`src/rtl/gpio_bank_pkg.sv`:
```
package gpio_bank_pkg;
  localparam int ADDR_W = 8;

  // byte offsets; the bank block starts at 0x10, enable word sits below it
  localparam logic [ADDR_W-1:0] OFS_BANK_EN  = 8'h08;
  localparam logic [ADDR_W-1:0] OFS_DIR      = 8'h10;
  localparam logic [ADDR_W-1:0] OFS_OUT      = 8'h14;
  localparam logic [ADDR_W-1:0] OFS_OUT_SET  = 8'h18;
  localparam logic [ADDR_W-1:0] OFS_OUT_CLR  = 8'h1C;
  localparam logic [ADDR_W-1:0] OFS_IN       = 8'h20;
  localparam logic [ADDR_W-1:0] OFS_RISE_SET = 8'h24;
  localparam logic [ADDR_W-1:0] OFS_RISE_CLR = 8'h28;
  localparam logic [ADDR_W-1:0] OFS_FALL_SET = 8'h2C;
  localparam logic [ADDR_W-1:0] OFS_FALL_CLR = 8'h30;
  localparam logic [ADDR_W-1:0] OFS_STATUS   = 8'h34;
endpackage

```
`src/rtl/gpio_sync2.sv`:
```
module gpio_sync2 #(
  parameter int W = 32
) (
  input  logic         clk,
  input  logic         rst_n,
  input  logic [W-1:0] async_in,
  output logic [W-1:0] sync_out
);
  logic [W-1:0] stage1_q;
  logic [W-1:0] stage2_q;

  always_ff @(posedge clk) begin
    if (!rst_n) begin
      stage1_q <= '0;
      stage2_q <= '0;
    end else begin
      stage1_q <= async_in;
      stage2_q <= stage1_q;
    end
  end

  assign sync_out = stage2_q;
endmodule

```
`src/rtl/gpio_edge_latch.sv`:
```
module gpio_edge_latch #(
  parameter int W = 32
) (
  input  logic         clk,
  input  logic         rst_n,
  input  logic [W-1:0] level,
  input  logic [W-1:0] rise_en,
  input  logic [W-1:0] fall_en,
  input  logic [W-1:0] clr_mask,
  output logic [W-1:0] status
);
  logic [W-1:0] prev_q;
  logic [W-1:0] hit;
  logic [W-1:0] status_q;

  assign hit = (level & ~prev_q & rise_en) | (~level & prev_q & fall_en);

  always_ff @(posedge clk) begin
    if (!rst_n) begin
      prev_q   <= '0;
      status_q <= '0;
    end else begin
      prev_q   <= level;
      // a fresh edge overrides a clear aimed at the same bit
      status_q <= (status_q & ~clr_mask) | hit;
    end
  end

  assign status = status_q;

  // an edge seen this cycle is present in status next cycle
  a_r9_edge_wins: assert property (@(posedge clk) disable iff (!rst_n)
    1'b1 |=> ((status_q & $past(hit)) == $past(hit)));

  // without a clear, no status bit drops
  a_r8_sticky: assert property (@(posedge clk) disable iff (!rst_n)
    (clr_mask == '0) |=> ((status_q & $past(status_q)) == $past(status_q)));

  // newly set bits belong only to pins with some edge enabled
  a_r7_no_spurious: assert property (@(posedge clk) disable iff (!rst_n)
    1'b1 |=> ((status_q & ~$past(status_q) & ~($past(rise_en) | $past(fall_en))) == '0));
endmodule

```
`src/rtl/gpio_irq_groups.sv`:
```
module gpio_irq_groups #(
  parameter int W   = 32,
  parameter int GRP = 16,
  localparam int NG = W / GRP
) (
  input  logic          clk,
  input  logic          rst_n,
  input  logic [W-1:0]  status,
  input  logic [NG-1:0] grp_en,
  output logic [NG-1:0] irq
);
  for (genvar g = 0; g < NG; g++) begin : g_line
    assign irq[g] = grp_en[g] & (|status[g*GRP +: GRP]);

    // a line stays low while its enable is off
    a_r10_gated: assert property (@(posedge clk) disable iff (!rst_n)
      !grp_en[g] |-> !irq[g]);
  end
endmodule

```
`src/rtl/gpio_bank_regs.sv`:
```
module gpio_bank_regs
  import gpio_bank_pkg::*;
#(
  parameter int W  = 32,
  parameter int NG = 2
) (
  input  logic              clk,
  input  logic              rst_n,
  input  logic              wr_en,
  input  logic              rd_en,
  input  logic [ADDR_W-1:0] addr,
  input  logic [W-1:0]      wdata,
  input  logic [W-1:0]      in_sync,
  input  logic [W-1:0]      status,
  output logic [W-1:0]      dir_q,
  output logic [W-1:0]      out_q,
  output logic [W-1:0]      rise_q,
  output logic [W-1:0]      fall_q,
  output logic [NG-1:0]     grp_en_q,
  output logic [W-1:0]      stat_clr,
  output logic [W-1:0]      rdata,
  output logic              rvalid
);
  logic [W-1:0] rd_mux;

  always_ff @(posedge clk) begin
    if (!rst_n) begin
      dir_q    <= '0;
      out_q    <= '0;
      rise_q   <= '0;
      fall_q   <= '0;
      grp_en_q <= '0;
    end else if (wr_en) begin
      case (addr)
        OFS_BANK_EN:  grp_en_q <= wdata[NG-1:0];
        OFS_DIR:      dir_q    <= wdata;
        OFS_OUT_SET:  out_q    <= out_q | wdata;
        OFS_OUT_CLR:  out_q    <= out_q & ~wdata;
        OFS_RISE_SET: rise_q   <= rise_q | wdata;
        OFS_RISE_CLR: rise_q   <= rise_q & ~wdata;
        OFS_FALL_SET: fall_q   <= fall_q | wdata;
        OFS_FALL_CLR: fall_q   <= fall_q & ~wdata;
        default: ;
      endcase
    end
  end

  assign stat_clr = (wr_en && addr == OFS_STATUS) ? wdata : '0;

  always_comb begin
    rd_mux = '0;
    case (addr)
      OFS_BANK_EN:                rd_mux[NG-1:0] = grp_en_q;
      OFS_DIR:                    rd_mux = dir_q;
      OFS_OUT, OFS_OUT_SET,
      OFS_OUT_CLR:                rd_mux = out_q;
      OFS_IN:                     rd_mux = in_sync;
      OFS_RISE_SET, OFS_RISE_CLR: rd_mux = rise_q;
      OFS_FALL_SET, OFS_FALL_CLR: rd_mux = fall_q;
      OFS_STATUS:                 rd_mux = status;
      default:                    rd_mux = '0;
    endcase
  end

  always_ff @(posedge clk) begin
    if (!rst_n) begin
      rdata  <= '0;
      rvalid <= 1'b0;
    end else begin
      rvalid <= rd_en;
      if (rd_en) rdata <= rd_mux;
    end
  end

  // writes to the output-data word never move the latch
  a_r4_out_readonly: assert property (@(posedge clk) disable iff (!rst_n)
    (wr_en && addr == OFS_OUT) |=> $stable(out_q));

  // a set write leaves every written-1 bit high
  a_r3_set_adds: assert property (@(posedge clk) disable iff (!rst_n)
    (wr_en && addr == OFS_OUT_SET) |=> ((out_q & $past(wdata)) == $past(wdata)));

  // a clear write leaves every written-1 rising-enable bit low
  a_r6_rise_clr: assert property (@(posedge clk) disable iff (!rst_n)
    (wr_en && addr == OFS_RISE_CLR) |=> ((rise_q & $past(wdata)) == '0));
endmodule

```
`src/rtl/gpio_edge_bank.sv`:
```
module gpio_edge_bank
  import gpio_bank_pkg::*;
#(
  parameter int PINS = 32,
  parameter int GRP  = 16,
  localparam int NG  = PINS / GRP
) (
  input  logic              clk,
  input  logic              rst_n,
  input  logic              bus_sel,
  input  logic              bus_wr,
  input  logic [ADDR_W-1:0] bus_addr,
  input  logic [PINS-1:0]   bus_wdata,
  output logic [PINS-1:0]   bus_rdata,
  output logic              bus_rvalid,
  input  logic [PINS-1:0]   pin_in,
  output logic [PINS-1:0]   pin_out,
  output logic [PINS-1:0]   pin_oe,
  output logic [NG-1:0]     irq
);
  logic [PINS-1:0] in_sync;
  logic [PINS-1:0] dir_q;
  logic [PINS-1:0] out_q;
  logic [PINS-1:0] rise_q;
  logic [PINS-1:0] fall_q;
  logic [PINS-1:0] stat_clr;
  logic [PINS-1:0] status;
  logic [NG-1:0]   grp_en;
  logic            wr_en;
  logic            rd_en;

  assign wr_en = bus_sel & bus_wr;
  assign rd_en = bus_sel & ~bus_wr;

  gpio_sync2 #(.W(PINS)) u_sync (
    .clk(clk), .rst_n(rst_n), .async_in(pin_in), .sync_out(in_sync)
  );

  gpio_bank_regs #(.W(PINS), .NG(NG)) u_regs (
    .clk(clk), .rst_n(rst_n), .wr_en(wr_en), .rd_en(rd_en),
    .addr(bus_addr), .wdata(bus_wdata), .in_sync(in_sync), .status(status),
    .dir_q(dir_q), .out_q(out_q), .rise_q(rise_q), .fall_q(fall_q),
    .grp_en_q(grp_en), .stat_clr(stat_clr), .rdata(bus_rdata),
    .rvalid(bus_rvalid)
  );

  gpio_edge_latch #(.W(PINS)) u_edge (
    .clk(clk), .rst_n(rst_n), .level(in_sync), .rise_en(rise_q),
    .fall_en(fall_q), .clr_mask(stat_clr), .status(status)
  );

  gpio_irq_groups #(.W(PINS), .GRP(GRP)) u_irq (
    .clk(clk), .rst_n(rst_n), .status(status), .grp_en(grp_en), .irq(irq)
  );

  assign pin_out = out_q;
  assign pin_oe  = ~dir_q;

  // each read request is answered on the following cycle
  a_r11_rvalid: assert property (@(posedge clk) disable iff (!rst_n)
    (bus_sel && !bus_wr) |=> bus_rvalid);

  // no read data valid without a request one cycle earlier
  a_r11_no_stray: assert property (@(posedge clk) disable iff (!rst_n)
    !(bus_sel && !bus_wr) |=> !bus_rvalid);
endmodule

```
`config.mk`:
```
export PLATFORM = sky130hd
export DESIGN_NAME = gpio_edge_bank
export DESIGN_NICKNAME = d
export VERILOG_FILES = /design/src/rtl/gpio_bank_pkg.sv /design/src/rtl/gpio_sync2.sv /design/src/rtl/gpio_edge_latch.sv /design/src/rtl/gpio_irq_groups.sv /design/src/rtl/gpio_bank_regs.sv /design/src/rtl/gpio_edge_bank.sv
export SDC_FILE = /design/constraint.sdc
export NUM_CORES = 1
export LEC_CHECK = 0
export BUFFER_PORTS_ARGS = -buffer_cell sky130_fd_sc_hd__buf_4
export CAP_MARGIN = 25
export CORE_ASPECT_RATIO = 0.8
export CORE_MARGIN = 2
export CORE_UTILIZATION = 43
export DETAILED_ROUTE_END_ITERATION = 7
export PLACE_DENSITY_LB_ADDON = 0.12
export SLEW_MARGIN = 20
export SYNTH_ARGS = -nofsm -noshare
export SYNTH_HDL_FRONTEND = slang
export SYNTH_SLANG_ARGS = --single-unit
```
`constraint.sdc`:
```
create_clock -name clk -period 3.1 [get_ports clk]
set_input_delay 0.93 -clock clk [delete_from_list [all_inputs] [get_ports clk]]
set_output_delay 0.93 -clock clk [all_outputs]
set_load 0.005 [all_outputs]
```
==> qor.txt <==
Max incr delay on CP: 520 ps
Worst-Margin Slew: 699.6 ps
Ys async rst share: 0%
Wirelength per Cell: 21.14 um
Port bufs: 174
Total clock sinks: 291
Slew margin rel.: 53.09%
N_diodes: 0
Avg Inst Size Synth: 9.043 um^2
GRT Util Overall: 26.20%
Max-Cap Viols: 0
Drt via density: 5.723
Maximum VDD drop: 428.4 uV
Top_reg_cell synth: dfxtp_1
Die outline width: 192.5 um
Switching Share: 22.88%
Final ANT Viol Nets: 0
RSZ-0062 raised after global routing: no
Net switching power: 1.857 mW
CTS Root Buffer Type: clkbuf_16
Hold Vio Cnt, Final: 0
WP buf/inv: 1
CTS Buffer Depth: 3
Slowest cell on the critical path: nor4_1
Drt drc: 0
Status: completed
Core area: 0.02815 mm^2
Remaining Overflow, GRT: 0
DR vias: 10,657
CP startpoint kind: flop
Cells along the critical path: nor4_1 -> a41oi_1 -> buf_4
Number of synthesized flops with an enable pin: 0
Post-CTS setup buffer count: 0
Pint: 6.259 mW
Initial core utilization: 43.44%
Row cnt: 55
Final Critical Period: 2843 ps
HPWL after DPL: 25.78 mm
# nets final: 1,547
Routability cong.: 0.8764
Worst-Skew Late Latency: 570 ps
Seq pwr share: 47.6%
YS warnings: 0
Fmax: 351.8 MHz
Hold-fix buffers, CTS: 0
Clock group share of total power: 46.5%
Yosys cell types: 51
CTS tree: done
R2R Path End: u_regs.rdata[14]
Register bit total from synthesis: 291
Die Span Y: 154.8 um
Hold Path Depth: 1
Largest net degree at the start of global routing: 123
CTS H-tree depth: 1
Netlist Area Pre-Place: 0.01223 mm^2
Yosys top cell area share: 47.65%
Drt first pass iters: 5
Slew Limit Fails: 0
Clock slew at reported path FFs: 60 ps
CP Capture Type: output pin
Multi-input gate area: 0.005542 mm^2
Final setup fails: 0
Critical Path Fanout Max: 3
Worst hold path class: flop to flop
Tcrit/Tclk final: 91.71%
Post-synth top area cell: dfxtp_1
Vias in the first global route: 10,085
WP data required: 2170 ps
Syn nets: 1,428
First-pass GRT wire length: 60.40 mm
Crit path DAT: 1910 ps
Resize count post-CTS: 0
Comb pwr share: 6.0%
Reg-to-Reg Start: u_regs.dir_q[14]
Initial antenna violation count: 0
Die ar.: 0.02981 mm^2
CTS Buf Count: 29
Final WL: 39.36 mm
Clk_skew: 10.08 ps
WS Path Type: flop to output pin
Synth area leaders: dfxtp_1 (48%), a21oi_1 (6.2%), and2_1 (5.0%), nand2_1 (4.0%), a211oi_2 (3.8%)
HP Start: u_sync.stage1_q[9]
Pwr Density: 544.5 mW/mm^2
Fillers: 2,591
Worst R2R Setup Slack: 1570 ps
DR iter-0 viols: 934
Register area: 0.005826 mm^2
Leakage: 5.441 nW
Worst reg2reg path depth: 4
Post-Synthesis Cells: 1,352
Layout cells sized above 1: 22.05%
Total power: 8.115 mW
Worst hold path endpoint: u_sync.sync_out[9]
Final setup TNS: 0 ps
I/O pins: 175
Sequential share of the synthesized area: 47.65%
Syn-to-layout area delta: 21.90%
Top delay family on crit path: simple AND/OR/NAND/NOR gates
Hold WS: 431.5 ps
-- through the flow --
step           setup slack [ps]  area, um^2  instances  utilization [%]
2_1_floorplan             569.8       12230       1352                -
3_3_place_gp              256.0       13870       1810            49.30
3_5_place_dp              205.9       13870       1810            49.30
4_1_cts                   213.0       14900       1862            52.95
5_1_grt                   140.7       14900       1862            52.95
6_report                  257.1       14900       1862            52.95
-- layout by cell type (no fill, tap or decap), types with 34 or more instances in the layout --
cell      netlist  final
dfxtp_1       291    291
buf_4          18    219
a21oi_1       151    151
nand2_1       129    129
and2_1         98     98
o21ai_0        88     88
inv_1          57     57
and3_1         51     50
a211oi_2       37     37
nand3b_1       35     35
a31oi_1        35     35
a311oi_1       34     34
-- cells by family after synthesis --
logic type             after synthesis  synth area share [%]
buffers and inverters              198                 7.593
multiplexers                         2                0.1637
AND/OR/NAND/NOR                    372                 17.35
AO/OA/AOI/OAI                      488                 27.18
XOR/XNOR                             1               0.07165
flip-flops                         291                 47.65
-- cell usage after synthesis, drive strengths merged, types with 3 or more instances --
library cell and instances:
a22o 8, a221oi 29, clkbuf 89, o21ai 88, a21boi 11, nor3 3
nand2b 3, nor3b 5, nor2 10, nand2 129, a21oi 151, nor4b 3
and3 51, and4 7, nor4 12, buf 51, nand3b 35, o31ai 23
a211oi 70, or3b 4, a311oi 34, nor2b 3, and2 98, inv 58
dfxtp 291, a31oi 35, a2111oi 4, o21a 32
-- metal layers --
metal | track usage (%) | wire (um) | vias up
met4 | 6.071 | 745 | 0
met2 | 38.80 | 16780 | 413
met3 | 3.086 | 2882 | 51
li1 | - | - | 5091
met5 | 0 | 0 | -
met1 | 40.30 | 18950 | 5102
-- final cells by class --
cell class,count,share of cell area (%)
clock buffer,46,6.103
clock inverter,6,0.8059
inverter,58,1.477
multi-input combinational,863,37.18
sequential,291,39.09
tap,370,3.106
timing repair buffer,228,12.24
-- power groups by stage --
stage / Combinational [mW] / Clock (mW) / Sequential (mW)
final: 0.485 / 3.77 / 3.86
after global routing: 0.523 / 3.97 / 3.86
after CTS: 0.483 / 3.82 / 3.86
after detailed placement: 0.481 / 0 / 3.94
after global placement: 0.477 / 0 / 3.94
after floorplan: 0.264 / 0 / 3.93
-- worst max-delay path by stage --
stage	startpoint	to	slack [ps]	depth (start not counted)
after floorplan	bus_addr[2]	flop	570	6
after global placement	bus_addr[6]	flop	260	5
after detailed placement	bus_addr[6]	flop	210	5
after CTS	u_edge.status[15]	irq[0]	210	3
after global routing	u_edge.status[15]	irq[0]	140	3
final	u_edge.status[15]	irq[0]	260	3
No activity file was read; power rests on OpenSTA's default activity.
